### src/rtl/octt_pkg.sv
package octt_pkg;
    typedef enum logic [1:0] {
        MD_NORMAL   = 2'b00,
        MD_PHASE    = 2'b01,
        MD_CLRMATCH = 2'b10,
        MD_FAST     = 2'b11
    } mode_e;

    typedef enum logic {
        DIR_UP   = 1'b0,
        DIR_DOWN = 1'b1
    } dir_e;

    localparam int ADDR_W = 2;
    localparam logic [ADDR_W-1:0] A_CTRL  = 2'd0;
    localparam logic [ADDR_W-1:0] A_COUNT = 2'd1;
    localparam logic [ADDR_W-1:0] A_CMP   = 2'd2;
    localparam logic [ADDR_W-1:0] A_FLAGS = 2'd3;
endpackage

### src/rtl/octt_clksel.sv
module octt_clksel (
    input  logic run,
    input  logic ext_sel,
    input  logic presc_tick,
    input  logic ext_tick,
    output logic tick
);
    always_comb begin
        tick = run & (ext_sel ? ext_tick : presc_tick);
    end
endmodule

### src/rtl/octt_counter.sv
module octt_counter
    import octt_pkg::*;
#(
    parameter int W = 8
) (
    input  logic         clk,
    input  logic         rst_n,
    input  logic         tick,
    input  logic         load,
    input  logic [W-1:0] load_val,
    input  mode_e        mode,
    input  logic [W-1:0] clr_top,
    output logic [W-1:0] cnt,
    output dir_e         dir,
    output logic         ovf_evt
);
    localparam logic [W-1:0] MAXV = {W{1'b1}};
    localparam logic [W-1:0] BOTV = '0;
    localparam logic [W-1:0] ONEV = {{(W-1){1'b0}}, 1'b1};

    dir_e         dir_nxt;
    logic [W-1:0] cnt_nxt;

    always_ff @(posedge clk or negedge rst_n) begin
        if (!rst_n) begin
            dir <= DIR_UP;
            cnt <= BOTV;
        end else begin
            dir <= dir_nxt;
            cnt <= cnt_nxt;
        end
    end

    always_comb begin
        dir_nxt = dir;
        cnt_nxt = cnt;
        ovf_evt = 1'b0;
        if (load) begin
            cnt_nxt = load_val;
            if (mode != MD_PHASE) dir_nxt = DIR_UP;
        end else if (tick) begin
            if (mode != MD_PHASE) begin
                dir_nxt = DIR_UP;
                if (cnt == MAXV) begin
                    cnt_nxt = BOTV;
                    ovf_evt = 1'b1;
                end else if (mode == MD_CLRMATCH && cnt == clr_top) begin
                    cnt_nxt = BOTV;
                end else begin
                    cnt_nxt = cnt + ONEV;
                end
            end else begin
                unique case (dir)
                    DIR_UP: begin
                        if (cnt == MAXV) begin
                            cnt_nxt = MAXV - ONEV;
                            dir_nxt = DIR_DOWN;
                        end else begin
                            cnt_nxt = cnt + ONEV;
                            if (cnt == MAXV - ONEV) dir_nxt = DIR_DOWN;
                        end
                    end
                    DIR_DOWN: begin
                        if (cnt == BOTV) begin
                            cnt_nxt = ONEV;
                            dir_nxt = DIR_UP;
                        end else begin
                            cnt_nxt = cnt - ONEV;
                            if (cnt == ONEV) begin
                                dir_nxt = DIR_UP;
                                ovf_evt = 1'b1;
                            end
                        end
                    end
                endcase
            end
        end
    end

    assert_freeze_R2: assert property (@(posedge clk) disable iff (!rst_n)
        (!tick && !load) |=> $stable(cnt));

    assert_pc_turn_R6: assert property (@(posedge clk) disable iff (!rst_n)
        (mode == MD_PHASE && tick && !load && dir == DIR_UP && cnt == MAXV - ONEV)
        |=> (cnt == MAXV && dir == DIR_DOWN));
endmodule

### src/rtl/octt_compare.sv
module octt_compare
    import octt_pkg::*;
#(
    parameter int W = 8
) (
    input  logic         clk,
    input  logic         rst_n,
    input  logic         tick,
    input  logic         load,
    input  logic         cmp_wr,
    input  logic [W-1:0] wdata,
    input  mode_e        mode,
    input  logic [W-1:0] cnt,
    input  dir_e         dir,
    output logic [W-1:0] act_val,
    output logic [W-1:0] buf_val,
    output logic         hit,
    output logic         wave
);
    localparam logic [W-1:0] MAXV = {W{1'b1}};

    logic pwm;
    logic blk;
    logic top_tick;
    logic wave_nxt;

    always_comb begin
        pwm      = (mode == MD_FAST) || (mode == MD_PHASE);
        top_tick = tick && !load && (cnt == MAXV);
        hit      = tick && !load && !blk && (cnt == act_val);
    end

    always_ff @(posedge clk or negedge rst_n) begin
        if (!rst_n) begin
            buf_val <= '0;
            act_val <= '0;
            blk     <= 1'b0;
            wave    <= 1'b0;
        end else begin
            if (cmp_wr) buf_val <= wdata;
            if (cmp_wr && !pwm) act_val <= wdata;
            else if (pwm && top_tick) act_val <= buf_val;
            if (load) blk <= 1'b1;
            else if (tick) blk <= 1'b0;
            wave <= wave_nxt;
        end
    end

    always_comb begin
        wave_nxt = wave;
        unique case (mode)
            MD_NORMAL, MD_CLRMATCH: begin
                if (hit) wave_nxt = ~wave;
            end
            MD_FAST: begin
                if (top_tick) wave_nxt = 1'b1;
                else if (hit) wave_nxt = 1'b0;
            end
            MD_PHASE: begin
                if (hit) wave_nxt = (dir == DIR_DOWN);
            end
        endcase
    end

    assert_load_blocks_R9: assert property (@(posedge clk) disable iff (!rst_n)
        load |=> !hit);

    assert_buf_hold_R8: assert property (@(posedge clk) disable iff (!rst_n)
        (pwm && !top_tick) |=> $stable(act_val));

    assert_fast_set_R7: assert property (@(posedge clk) disable iff (!rst_n)
        (mode == MD_FAST && top_tick) |=> wave);
endmodule

### src/rtl/octet_timer.sv
module octet_timer
    import octt_pkg::*;
#(
    parameter int W = 8
) (
    input  logic              clk,
    input  logic              rst_n,
    input  logic [ADDR_W-1:0] bus_addr,
    input  logic              bus_wr,
    input  logic [W-1:0]      bus_wdata,
    output logic [W-1:0]      bus_rdata,
    input  logic              presc_tick,
    input  logic              ext_tick,
    output logic              wave_out,
    output logic              cmp_flag,
    output logic              ovf_flag
);
    localparam int CTRL_BITS = 4;

    logic         run_q;
    logic         ext_q;
    mode_e        mode_q;
    logic         tick_w;
    logic         wr_ctrl, wr_cnt, wr_cmp, wr_flg;
    logic [W-1:0] cnt_w, act_w, buf_w;
    dir_e         dir_w;
    logic         ovf_evt_w, hit_w, wave_w;

    always_comb begin
        wr_ctrl = bus_wr && (bus_addr == A_CTRL);
        wr_cnt  = bus_wr && (bus_addr == A_COUNT);
        wr_cmp  = bus_wr && (bus_addr == A_CMP);
        wr_flg  = bus_wr && (bus_addr == A_FLAGS);
    end

    always_ff @(posedge clk or negedge rst_n) begin
        if (!rst_n) begin
            run_q  <= 1'b0;
            ext_q  <= 1'b0;
            mode_q <= MD_NORMAL;
        end else if (wr_ctrl) begin
            run_q  <= bus_wdata[0];
            ext_q  <= bus_wdata[1];
            mode_q <= mode_e'(bus_wdata[3:2]);
        end
    end

    always_ff @(posedge clk or negedge rst_n) begin
        if (!rst_n) begin
            cmp_flag <= 1'b0;
            ovf_flag <= 1'b0;
        end else begin
            if (hit_w) cmp_flag <= 1'b1;
            else if (wr_flg && bus_wdata[0]) cmp_flag <= 1'b0;
            if (ovf_evt_w) ovf_flag <= 1'b1;
            else if (wr_flg && bus_wdata[1]) ovf_flag <= 1'b0;
        end
    end

    octt_clksel u_clksel (
        .run        (run_q),
        .ext_sel    (ext_q),
        .presc_tick (presc_tick),
        .ext_tick   (ext_tick),
        .tick       (tick_w)
    );

    octt_counter #(.W(W)) u_counter (
        .clk      (clk),
        .rst_n    (rst_n),
        .tick     (tick_w),
        .load     (wr_cnt),
        .load_val (bus_wdata),
        .mode     (mode_q),
        .clr_top  (act_w),
        .cnt      (cnt_w),
        .dir      (dir_w),
        .ovf_evt  (ovf_evt_w)
    );

    octt_compare #(.W(W)) u_compare (
        .clk     (clk),
        .rst_n   (rst_n),
        .tick    (tick_w),
        .load    (wr_cnt),
        .cmp_wr  (wr_cmp),
        .wdata   (bus_wdata),
        .mode    (mode_q),
        .cnt     (cnt_w),
        .dir     (dir_w),
        .act_val (act_w),
        .buf_val (buf_w),
        .hit     (hit_w),
        .wave    (wave_w)
    );

    always_comb begin
        wave_out  = wave_w;
        bus_rdata = '0;
        unique case (bus_addr)
            A_CTRL:  bus_rdata[CTRL_BITS-1:0] = {mode_q, ext_q, run_q};
            A_COUNT: bus_rdata = cnt_w;
            A_CMP:   bus_rdata = buf_w;
            A_FLAGS: bus_rdata[1:0] = {ovf_flag, cmp_flag};
        endcase
    end

    assert_ovf_src_R4: assert property (@(posedge clk) disable iff (!rst_n)
        $rose(ovf_flag) |-> $past(tick_w));

    assert_flag_clear_R10: assert property (@(posedge clk) disable iff (!rst_n)
        (wr_flg && bus_wdata[1] && !ovf_evt_w) |=> !ovf_flag);
endmodule

### config.mk
export PLATFORM = sky130hd
export DESIGN_NAME = octet_timer
export DESIGN_NICKNAME = d
export VERILOG_FILES = /design/src/rtl/octt_pkg.sv /design/src/rtl/octt_clksel.sv /design/src/rtl/octt_counter.sv /design/src/rtl/octt_compare.sv /design/src/rtl/octet_timer.sv
export SDC_FILE = /design/constraint.sdc
export NUM_CORES = 1
export LEC_CHECK = 0
export BUFFER_PORTS_ARGS = -buffer_cell sky130_fd_sc_hd__buf_2
export CAP_MARGIN = 20
export CORE_ASPECT_RATIO = 1.1
export CORE_UTILIZATION = 60
export CTS_CLUSTER_DIAMETER = 40
export DETAILED_ROUTE_END_ITERATION = 6
export PLACE_DENSITY = 0.8
export REMOVE_ABC_BUFFERS = 1
export SYNTH_ARGS = -nofsm -noshare
export SYNTH_HDL_FRONTEND = slang
export SYNTH_SLANG_ARGS = --single-unit
### constraint.sdc
create_clock -name clk -period 5.25 [get_ports clk]
set_input_delay 0 -clock clk [delete_from_list [all_inputs] [get_ports clk]]
set_output_delay 0 -clock clk [all_outputs]
set_load 0.03 [all_outputs]
==> impl_metrics.csv <==
group,metric,value,unit
power,clock_power_share,18.6,%
sta,setup_viol,0,
clock_tree,cts_setup_buffers,0,
synth,synthMuxAreaShare,9.593,%
worst_setup_path,worstSetupPathType,"reg -> reg",
synth,synthSimpleGateAreaFrac,20.17,%
worst_setup_path,critPathMaxFanout,11,
synth,synth-edff-count,0,
power,switchingPower,0.4348,mW
die,io_pins,26,
power,p_seq_share,43.3,%
placed_design,globalplace.congestion,0.9659,
worst_setup_path,startpoint_type,"flip-flop",
sta,worst_pin_slew,0.7449,ns
die,core_area,3741,um2
sta,min_period_over_period,43.54,%
worst_setup_path,worstPathArrival,2.43,ns
synth,syn_inst,247,
synth,netlist_area,2426,um2
finish,drive_above_1_share,22.93,%
synth,ys.warnings.count,0,
die,die_h,68.69,um
worst_setup_path,cp-end-kind,"flip-flop",
finish,n_antenna_cell,0,
sta,drv_slew,0,
routing,vias,2051,
sta,fin_skew,0.007170,ns
grt,grt_antenna_before_repair,0,
synth,synth_compound_area_share,19.19,%
grt,grt_usage,30.73,%
die,rows,23,
grt,grt_start_max_net_pins,34,
synth,ys.flop_type,"dfrtp_1",
power,ir_drop,0.2066,mV
power,swShare,42.68,%
worst_hold_path,min_path_cells,3,
die,start_util,64.85,%
sta,min_period,2.286,ns
clock_tree,cts_buffers,5,
clock_tree,cts_buffer_depth,2,
synth,synth_area_leaders,"dfrtp_1 (34%), mux2_2 (6.5%), ha_1 (5.7%)",
synth,ys_ff_latch,33,
routing,firstDrtPassIters,5,
die,die-area,4302,um2
finish,nFillCells,290,
finish,post-route-util,70.23,%
run,cap_violations,0,
power,p_leak,1.172,nW
power,internal_power,0.5838,mW
synth,synth.top_cell.area_share,34.04,%
routing,ant_nets,0,
placed_design,io_buffers,25,
synth,async_flop_share,100.0,%
clock_tree,clkSinkCount,33,
finish,stdcell_area,2628,um2
sta,setup_tns,0,ns
power,comb_power_share,38.1,%
grt,grt.overflow.total,0,
synth,synth_top_family_by_area,"simple AND/OR/NAND/NOR gates",
placed_design,dp_hpwl,4.271,mm
clock_tree,cts_max_level,2,
routing,wl,6.031,mm
finish,syn_to_final_growth,8.303,%
synth,avgSynthCellArea,9.822,um2
worst_setup_path,critPathRequiredTime,5.40,ns
sta,rsz0062_at_grt,"false",
worst_setup_path,rr_worst_depth,6,
grt,grt_pass1_vias,2002,
synth,synth_top_area_cell,"dfrtp_1",
sta,fmax,0.4375,GHz
synth,synth_fa_ha_area_share,5.673,%
placed_design,placed_area,2515,um2
synth,seq_area_frac_synth,34.04,%
sta,relSlewSlack,50.34,%
grt,grt_pass1_wl,9.970,mm
clock_tree,clk_latency,0.29,ns
sta,hold_viol,0,
routing,drc,0,
clock_tree,cts_root_buf,"clkbuf_8",
synth,synth_xor_area_share,5.725,%
finish,num-nets-final,291,
power,powerDensity,387.7,nW/um2
synth,ys_types,58,
routing,wire_per_inst,19.09,um
die,die_w,62.63,um
worst_hold_path,hp-class,"in -> reg",
clock_tree,cts_tree,"done",
status,outcome,"complete, no violations",
clock_tree,clk_pin_slew,0.07,ns
routing,viasPerCell,6.491,
routing,drtIter0Drc,211,
## cell families after synthesis
family | Yosys count
buf+inv | 27
simple gates | 78
compound gates | 62
flops | 33
fa+ha+maj | 11
mux | 21
xor+xnor | 15
## repair_timing
action	4_1_cts	5_1_grt
resized for setup	0	0
hold buffers	3	0
hold endpoints to repair	37	0
## worst max-delay path, stage by stage, from the launching register on
cell and delay [ns]:
dfrtp_1 0.56, ha_1 0.33, and3_1 0.22, and2_1 0.45, nand3_4 0.21, o21ai_2 0.20
o221ai_1 0.17
## synth_stat cells (8+ instances only)
library cell / n
inv_1: 10
buf_2: 10
ha_1: 11
nand3_1: 11
a22oi_1: 11
mux2_2: 14
nor2_1: 8
dfrtp_1: 33
nor3_1: 8
nand2_1: 17
o21ai_0: 8
## layout make-up
class / instances / area [um2] / share of cell area (%)
clock buffer: 6 / 72.57 / 2.762
clock inverter: 2 / 10.01 / 0.3810
inverter: 10 / 37.54 / 1.429
multi-input combinational: 187 / 1464 / 55.71
sequential: 33 / 825.8 / 31.43
tap: 50 / 62.56 / 2.381
timing repair buffer: 28 / 155.1 / 5.905
## metrics by stage
step           setup WS [ns]  total power, mW  hold WS [ns]  instances
3_3_place_gp           3.061           0.8121       0.09985        305
3_5_place_dp           3.041           0.8212        0.1032        305
6_report               2.964            1.019       0.01556        316
4_1_cts                2.997            1.012       0.01083        316
2_1_floorplan          3.322           0.7100       -0.2956        230
5_1_grt                2.810            1.085      0.001802        316
## power groups by stage
stage,clock [mW],combinational (mW),sequential [mW]
2_1_floorplan,0,0.303,0.407
3_3_place_gp,0,0.374,0.438
3_5_place_dp,0,0.381,0.440
4_1_cts,0.191,0.385,0.436
5_1_grt,0.204,0.428,0.454
6_report,0.189,0.389,0.441
## per-layer routing
metal  vias to the layer above  share of wire (%)  GRT usage (%)
li1                        957                  -              -
met1                      1009                 44          38.18
met2                        68                 49          52.58
met3                        17                4.7          6.250
met4                         0                2.2          13.37
met5                         -                  0              0
## path summary, 6_finish.rpt
| check | from | slack, ns | to |
|---|---|---|---|
| setup / recovery | u_counter.cnt[0] | 2.96 | u_compare.act_val[2] |
| hold / removal | bus_wdata[7] | 0.02 | u_compare.act_val[7] |
| setup reg to reg | u_counter.cnt[0] | 2.96 | u_compare.act_val[2] |
| hold reg to reg | u_compare.blk | 0.51 | u_compare.blk |
| max in group asynchronous | rst_n | 4.47 | u_compare.buf_val[3] |
| min in group asynchronous | rst_n | 0.31 | u_compare.act_val[6] |
## layout by cell type (no fill, tap or decap), drive strengths merged, types with 3 or more instances in the layout
cell	n
mux2i	6
and3	5
nor2	8
and4	3
nand3	12
a222oi	4
o211ai	3
nor2b	4
a22oi	11
ha	11
o32a	5
buf	25
nor4	4
dfrtp	33
dlygate4sd3	3
nand2	17
xnor2	7
o21a	5
o21ai	13
mux2	15
clkbuf	6
nand4b	3
xor2	8
nor3	9
a21oi	8
nand4	4
inv	10
## sequential cells by signal, summed over array words and instances (netlist names)
register and flops:
u_compare.act_val 8, u_compare.buf_val 8, u_counter.cnt 8, mode_q 2, cmp_flag 1, ext_q 1, ovf_flag 1, run_q 1
u_compare.blk 1, u_compare.wave 1, u_counter.dir 1
Power figures use the tool's default switching activity.
